`src/rtl/line_overlay.sv`:
```
module line_overlay #(
  parameter int PIX   = 8,
  parameter int SCR_W = 80,
  parameter int SCR_H = 480,
  parameter int CW    = 12,
  parameter int LW    = 11
) (
  input  logic           clk,
  input  logic           rst_n,
  input  logic           en,
  input  logic [CW-1:0]  cfg_x,
  input  logic [CW-1:0]  cfg_y,
  input  logic           cfg_vert,
  input  logic [LW-1:0]  cfg_len,
  input  logic           in_valid,
  input  logic           in_sol,
  input  logic           in_sof,
  input  logic [PIX-1:0] in_pix,
  output logic           out_valid,
  output logic           out_sol,
  output logic           out_sof,
  output logic [PIX-1:0] out_pix
);
  localparam int CCW = $clog2(SCR_W + 1);
  localparam int LCW = $clog2(SCR_H + 1);
  localparam int SW  = CW + 2;
  localparam logic [CCW-1:0] WMAX = CCW'(SCR_W);
  localparam logic [LCW-1:0] HMAX = LCW'(SCR_H);
  localparam logic signed [SW-1:0] PIXS = SW'(PIX);

  logic [CCW-1:0] cur_c, pos_c;
  logic [LCW-1:0] cur_l, pos_l;
  logic [CW-1:0]  x_r, y_r, ex, ey;
  logic [LW-1:0]  len_r, elen;
  logic           v_r, ev, ld, onscr, hrow, vrow;
  logic signed [SW-1:0] xs, ys, xe, ye, lx, row, cbase;
  logic [PIX-1:0] mask;

  assign ld   = in_valid & in_sof;
  assign ex   = ld ? cfg_x    : x_r;
  assign ey   = ld ? cfg_y    : y_r;
  assign ev   = ld ? cfg_vert : v_r;
  assign elen = ld ? cfg_len  : len_r;

  assign pos_c = (in_sol | in_sof) ? '0 : (cur_c == WMAX) ? cur_c : cur_c + 1'b1;
  assign pos_l = in_sof ? '0 : !in_sol ? cur_l : (cur_l == HMAX) ? cur_l : cur_l + 1'b1;

  assign xs    = {{2{ex[CW-1]}}, ex};
  assign ys    = {{2{ey[CW-1]}}, ey};
  assign lx    = {{(SW-LW){1'b0}}, elen};
  assign xe    = xs + lx;
  assign ye    = ys + lx;
  assign row   = {{(SW-LCW){1'b0}}, pos_l};
  assign cbase = $signed({{(SW-CCW){1'b0}}, pos_c}) * PIXS;

  assign onscr = in_valid & en & (pos_c < WMAX) & (pos_l < HMAX);
  assign hrow  = !ev && (row == ys);
  assign vrow  = ev && (row >= ys) && (row < ye);

  for (genvar i = 0; i < PIX; i++) begin : g_bit
    logic signed [SW-1:0] col;
    assign col = cbase + $signed(SW'(i));
    assign mask[i] = onscr & ((hrow & (col >= xs) & (col < xe)) | (vrow & (col == xs)));
  end

  always_ff @(posedge clk) begin
    if (!rst_n) begin
      cur_c <= WMAX;  cur_l <= HMAX;
      x_r <= '0;  y_r <= '0;  v_r <= 1'b0;  len_r <= '0;
      out_valid <= 1'b0;  out_sol <= 1'b0;  out_sof <= 1'b0;  out_pix <= '0;
    end else begin
      if (in_valid) begin
        cur_c <= pos_c;
        cur_l <= pos_l;
      end
      if (ld) begin
        x_r <= cfg_x;  y_r <= cfg_y;  v_r <= cfg_vert;  len_r <= cfg_len;
      end
      out_valid <= in_valid;
      out_sol   <= in_valid & in_sol;
      out_sof   <= in_valid & in_sof;
      out_pix   <= in_pix | mask;
    end
  end

  p_delay_r1: assert property (@(posedge clk) disable iff (!rst_n)
    in_valid |=> out_valid && out_sol == $past(in_sol) && out_sof == $past(in_sof));
  p_idle_r1: assert property (@(posedge clk) disable iff (!rst_n)
    !in_valid |=> !out_valid);
  p_or_keep_r2: assert property (@(posedge clk) disable iff (!rst_n)
    in_valid |=> (out_pix & $past(in_pix)) == $past(in_pix));
  p_vert_single_r4: assert property (@(posedge clk) disable iff (!rst_n)
    (in_valid && ev) |=> $countones(out_pix & ~$past(in_pix)) <= 1);
  p_clip_r7: assert property (@(posedge clk) disable iff (!rst_n)
    (in_valid && (pos_c >= WMAX || pos_l >= HMAX)) |=> out_pix == $past(in_pix));
  p_pass_r8: assert property (@(posedge clk) disable iff (!rst_n)
    (in_valid && (!en || elen == '0)) |=> out_pix == $past(in_pix));
  p_cfg_hold_r9: assert property (@(posedge clk) disable iff (!rst_n)
    !ld |=> $stable(x_r) && $stable(y_r) && $stable(v_r) && $stable(len_r));
endmodule

```
`config.mk`:
```
export PLATFORM = sky130hd
export DESIGN_NAME = line_overlay
export DESIGN_NICKNAME = d
export VERILOG_FILES = /design/src/rtl/line_overlay.sv
export SDC_FILE = /design/constraint.sdc
export NUM_CORES = 1
export LEC_CHECK = 0
export ABC_AREA = 1
export BUFFER_PORTS_ARGS = -buffer_cell sky130_fd_sc_hd__buf_2
export CORE_MARGIN = 8
export CORE_UTILIZATION = 45
export CTS_CLUSTER_DIAMETER = 40
export CTS_CLUSTER_SIZE = 12
export DETAILED_ROUTE_END_ITERATION = 8
export GPL_TIMING_DRIVEN = 0
export PLACE_DENSITY = 0.62
export SLEW_MARGIN = 20
export SYNTH_ARGS = -nofsm -noshare
export SYNTH_HDL_FRONTEND = slang
export SYNTH_SLANG_ARGS = --single-unit
```
`constraint.sdc`:
```
create_clock -name clk -period 4.5 [get_ports clk]
set_clock_uncertainty 0.2 [all_clocks]
set_input_delay 0.225 -clock clk [delete_from_list [all_inputs] [get_ports clk]]
set_output_delay 0.225 -clock clk [all_outputs]
set_load 0.005 [all_outputs]
```
==> flow_summary.yaml, run 1 <==
sta:
  fin_crit_sh_pct: 94.89
  maxSlewViolCount: 0
  finalHoldViolCount: 0
  fmax_mhz: 234.2
  layout_setup_ws_ps: 229.8
  tightestPinTransition_ps: 770.4
  min_period_ps: 4270
  slew_headroom_pct: 48.64
  fin_setup_tns_ps: 0
  setup_violations: 0
  grt_setup_unrepaired: "false"
hold_path:
  min_path_cells: 3
  holdCritPathClass: "primary input to flip-flop"
  holdPathEnd: "y_r[10]$_SDFF_PN0_"
  hold_start: "cfg_y[10]"
detailed_routing:
  routed_wirelength_mm: 16.01
  dr.pass1.iters: 5
  via_count: 5605
  vias_per_cell: 5.119
  ant_nets: 0
  post_drt_wl_per_cell_um: 14.62
  drtIter0Drc: 323
  drc_errors: 0
finish:
  final_common_cell: "nand2_1"
  final_cell_area_mm2: 0.006331
  num-nets-final: 1051
  seq_area_mm2: 0.001261
  fillers: 1274
  final_util_pct: 53.60
  final_cell_mix: "nand2_1, inv_1, nor2_1"
  multi_input_area_mm2: 0.003452
  area_growth_pct: 17.87
  n_antenna_cell: 0
  drive_gt1_share_pct: 12.76
worst_setup_path:
  critPathArrivalTime_ps: 4270
  r2r-end: "out_pix[2]$_SDFF_PN0_"
  ff2ff_setup_slack_ps: 770
  worstRegToRegCells: 23
  required_ps: 4500
  regToRegStartpoint: "cur_l[0]$_SDFFE_PN0P_"
  setup.worst_path.class: "primary input to flip-flop"
  crit_fanout: 10
  critical_path.startpoint_type: "primary input"
  worstSetupEndpointType: "flip-flop"
logic_synthesis:
  synth-seq-area-share_pct: 23.48
  synthFlopType: "dfxtp_1"
  yosysWarnings: 0
  syn_nets: 966
  synth_seq_cells: 63
  async_flop_share_pct: 0
  avgSynthCellArea_um2: 6.253
  synth_edf_count: 0
  syn-cell-area_mm2: 0.005371
  synth.distinct_cells: 41
  synth_cells: 859
floorplanning:
  die_area_mm2: 0.01569
  io_pins: 61
  core-area_mm2: 0.01181
  start_util_pct: 45.48
  die_h_um: 125.3
  rows: 40
  die-width_um: 125.3
clock_network:
  cts_buffer_depth: 2
  clock_latency_ps: 340
  postCtsSetupRepairBufs: 0
  cts_buffers: 9
  cts_root_buf: "clkbuf_16"
  clk_pin_slew_worst_paths_ps: 60
  tritoncts: "yes"
  cts_sinks: 63
  htree_levels: 3
placed_design:
  io_buffers: 59
  dp_hpwl_mm: 12.81
  post_dp_cell_area_mm2: 0.005851
  dp_slack_ps: -533.2
  place.gp.congestion: 0.9450
power:
  peakVddDrop_v: 0.0001737
  p_per_area_mw_per_mm2: 307.7
  p_leak_nw: 3.324
global_route:
  grt_max_degree: 11
  grt_pass1_vias: 5262
  grtUsageTotal_pct: 20.36
  grt-ovfl-total: 0
  antenna_found_initial: 0
  grt_pass1_wl_mm: 25.61
outcome:
  status: "completed"
flow_run:
  maxCapViolations: 0
layer usage:
metal / up-vias / GRT usage, % / wire [µm]
met4: 0 / 7.235 / 352
met1: 2514 / 24.59 / 7426
met5: - / 0 / 0
met3: 23 / 4.250 / 710
met2: 115 / 34.93 / 7523
li1: 2953 / - / -
how the worst max path moves through the flow:
stage	from	end	slack [ps]	depth (start not counted)
2_1_floorplan	in_sof	out_pix[2]$_SDFF_PN0_	700	25
3_3_place_gp	in_valid	out_pix[7]$_SDFF_PN0_	-540	26
3_5_place_dp	in_valid	out_pix[3]$_SDFF_PN0_	-530	26
4_1_cts	in_valid	out_pix[3]$_SDFF_PN0_	210	22
5_1_grt	in_valid	out_pix[3]$_SDFF_PN0_	2	22
6_report	in_valid	out_pix[2]$_SDFF_PN0_	230	22
logic make-up after synthesis:
kind of cell | count (synthesis) | synth area share, %
flops | 63 | 23.48
compound gates | 150 | 15.56
buf+inv | 172 | 12.39
fa+ha+maj | 57 | 13.28
xor+xnor | 18 | 2.935
mux | 1 | 0.1864
simple gates | 398 | 32.17
through the flow:
stage	instances	hold WS, ps	power [mW]
3_5_place_dp	1065	270.1	1.196
3_3_place_gp	1065	270.0	1.194
2_1_floorplan	859	159.0	1.040
4_1_cts	1095	11.36	1.959
6_report	1095	22.43	1.948
5_1_grt	1095	43.78	2.065
registers in the layout, indices dropped and copies added (netlist names):
name,cells
cur_l,9
v_r,1
out_sof,1
x_r,12
out_pix,8
cur_c,7
y_r,12
len_r,11
out_sol,1
out_valid,1
cells in the mapped netlist, drive strengths merged (3+ instances only):
library cell	count	area, µm²
a21o	3	22.52
a21oi	69	360.3
buf	5	38.78
clkbuf	13	48.80
dfxtp	63	1261
ha	57	713.2
inv	154	578.1
nand2	191	747.0
nand3	54	270.3
nand4	22	150.1
nor2	104	395.4
nor3	17	90.09
nor4	5	31.28
o21a	5	45.04
o21ai	63	326.6
xnor2	7	61.31
xor2	11	96.34
timing repair:
item	CTS	global route
hold buffers	15	0
setup endpoints to repair	6	8
hold endpoints to repair	15	0
gates resized for setup	2	8
where the power goes:
group | internal [mW] | leakage, nW | switching [mW] | total, mW
Clock | 0.486 | 0.154 | 0.257 | 0.742
Sequential | 0.590 | 0.520 | 0.0143 | 0.604
Combinational | 0.211 | 2.65 | 0.391 | 0.602
Total | 1.29 | 3.32 | 0.662 | 1.95
layout make-up:
class	instances	share of cell area, %
buffer	18	1.462
clock buffer	13	4.427
clock inverter	2	0.5929
inverter	154	9.130
multi-input combinational	624	54.53
sequential	63	19.92
tap	147	2.905
timing repair buffer	74	7.036
worst max-delay path: stages:
cell	delay [ps]
buf_2	110
nand2_2	100
buf_6	170
buf_6	150
clkbuf_2	210
o21ai_0	600
ha_1	440
a21oi_1	220
o21ai_0	130
a21oi_1	220
o21ai_0	140
xnor2_1	160
ha_1	300
inv_1	60
nor3_2	340
nand3_1	210
nor2_1	130
nor2_1	50
nand3_1	80
nand2_1	70
nand2_1	80
a21oi_2	60
No activity file was read; power rests on OpenSTA's default activity.
==> run 2, diff against run 1 <==
BUFFER_PORTS_ARGS = -buffer_cell sky130_fd_sc_hd__buf_4   (was -buffer_cell sky130_fd_sc_hd__buf_2)
CORE_UTILIZATION = 60   (was 45)
CTS_CLUSTER_DIAMETER = not set   (was 40)
PLACE_DENSITY = 0.8   (was 0.62)
==> run 2 against run 1 <==
- die area is 22% lower
- final area is 0.57% lower
- largest cell class unchanged
- global-route usage is 5.6 points higher
- via count is 4.6% higher
- combinational power is 3.3% higher
- worst setup slack better by 120 ps
- clock power is 34% lower
- total power is 12% lower
- highest routed layer unchanged
- utilization is 19 points higher
==> flow_summary.yaml, run 2 (synthesis gave the netlist of run 1 again) <==
outcome:
  status: "completed"
finish:
  seq_area_mm2: 0.001261
  final_cell_mix: "nand2_1, inv_1, nor2_1"
  final_util_pct: 72.18
  final_common_cell: "nand2_1"
  reg_top3: "x_r x12, y_r x12, len_r x11"
  area_growth_pct: 17.19
  n_antenna_cell: 0
  fillers: 784
  drive_gt1_share_pct: 12.55
  multi_input_area_mm2: 0.003450
  num-nets-final: 1051
placed_design:
  dp_hpwl_mm: 13.01
  io_buffers: 59
  place.gp.congestion: 0.9738
  dp_slack_ps: -315.2
power:
  p_per_area_mw_per_mm2: 273.0
  peakVddDrop_v: 0.0001737
  p_leak_nw: 3.301
  total_power_mw: 1.718
floorplanning:
  rows: 34
  die-width_um: 110.6
  io_pins: 61
  die_h_um: 110.6
  die_area_mm2: 0.01224
  start_util_pct: 61.59
  core-area_mm2: 0.008721
detailed_routing:
  routed_wirelength_mm: 16.30
  drtIter0Drc: 405
  post_drt_wl_per_cell_um: 15.44
  ant_nets: 0
  vias_per_cell: 5.552
  drc_errors: 0
  via_count: 5863
  dr.pass1.iters: 5
sta:
  slew_headroom_pct: 43.71
  holdWs_ps: 11.30
  grt_setup_unrepaired: "false"
  fmax_mhz: 240.9
  finalHoldViolCount: 0
  setup_violations: 0
  min_period_ps: 4151
  maxSlewViolCount: 0
  layout_setup_ws_ps: 349.2
  tightestPinTransition_ps: 842.6
  fin_crit_sh_pct: 92.24
clock_network:
  cts_buffer_depth: 2
  htree_levels: 3
  tritoncts: "yes"
  clk_pin_slew_worst_paths_ps: 70
  postCtsSetupRepairBufs: 0
  cts_buffers: 9
  cts_root_buf: "clkbuf_8"
  cts_sinks: 63
  clock_latency_ps: 350
worst_setup_path:
  setup.worst_path.class: "primary input to flip-flop"
  critPathArrivalTime_ps: 4160
  worstSetupEndpointType: "flip-flop"
  critical_path.startpoint_type: "primary input"
  crit_fanout: 10
  required_ps: 4510
global_route:
  antenna_found_initial: 0
  grt_pass1_vias: 5730
  grt_pass1_wl_mm: 26.43
  grt-ovfl-total: 0
  grtUsageTotal_pct: 25.91
  grt_max_degree: 12
hold_path:
  holdCritPathClass: "primary input to flip-flop"
flow_run:
  maxCapViolations: 0
## run 2: cell types whose count changed in the layout (fill, tap and decap cells not counted), moves of 2 or more
cell        delta
buf_2         -60
buf_4         +59
clkbuf_16      -9
clkbuf_8       +5
clkinv_2       +2
clkinvlp_4     +2
## run 2: area by class of cell
cell class	count	area share, %
Multi-Input combinational cell	624	54.80
Sequential cell	63	20.04
Buffer	18	1.451
Clock buffer	9	1.968
Timing Repair Buffer	74	9.422
Clock inverter	6	0.9938
Inverter	154	9.183
Tap cell	108	2.147
## run 2: metal layers
metal / vias to the layer above / part of all wire (%) / global-route usage, %
li1: 2952 / - / -
met1: 2646 / 42 / 30.10
met2: 229 / 49 / 46.22
met3: 36 / 6.1 / 4.708
met4: 0 / 2.5 / 9.009
met5: - / 0 / 0
## run 2: path summary, 6_finish.rpt
check | from | end | slack, ps | cells after the start
setup / recovery | in_sof | out_pix[6]$_SDFF_PN0_ | 350 | 23
hold / removal | cfg_y[10] | y_r[10]$_SDFF_PN0_ | 10 | 3
hold reg to reg | cur_l[4]$_SDFFE_PN0P_ | cur_l[4]$_SDFFE_PN0P_ | 340 | 2
setup reg to reg | cur_l[0]$_SDFFE_PN0P_ | out_pix[5]$_SDFF_PN0_ | 580 | 23
## run 2: critical path, stage by stage
cell      delay (ps)
buf_4            100
nand2_2           90
buf_6            170
buf_6            150
clkbuf_1         220
o21ai_0          530
inv_1            110
ha_1             370
a21oi_1          200
o21ai_0          130
a21oi_1          210
o21ai_0          130
xnor2_1          150
ha_1             300
inv_1             60
nor3_2           300
nand3_1          200
nor2_1           140
nor2_1            60
nand3_1           90
nand2_1           70
nand2_1           90
a21oi_2           60
## run 2: power breakdown
group / switching (mW) / leakage (nW) / internal, mW
clock network: 0.242 / 0.0871 / 0.251
logic: 0.397 / 2.69 / 0.225
registers: 0.0152 / 0.520 / 0.589
## run 2: stage by stage
step | TNS, ps | area, µm² | std cells
2_1_floorplan | 0 | 5371 | 859
3_3_place_gp | -1074 | 5949 | 1026
3_5_place_dp | -1564 | 5949 | 1026
4_1_cts | 0 | 6286 | 1056
5_1_grt | 0 | 6295 | 1056
6_report | 0 | 6295 | 1056
## run 2: timing repair
item | in CTS | in global routing
hold buffers | 15 | 0
hold endpoints to repair | 15 | 0
resized for setup | 0 | 7
setup endpoints to repair | 0 | 8
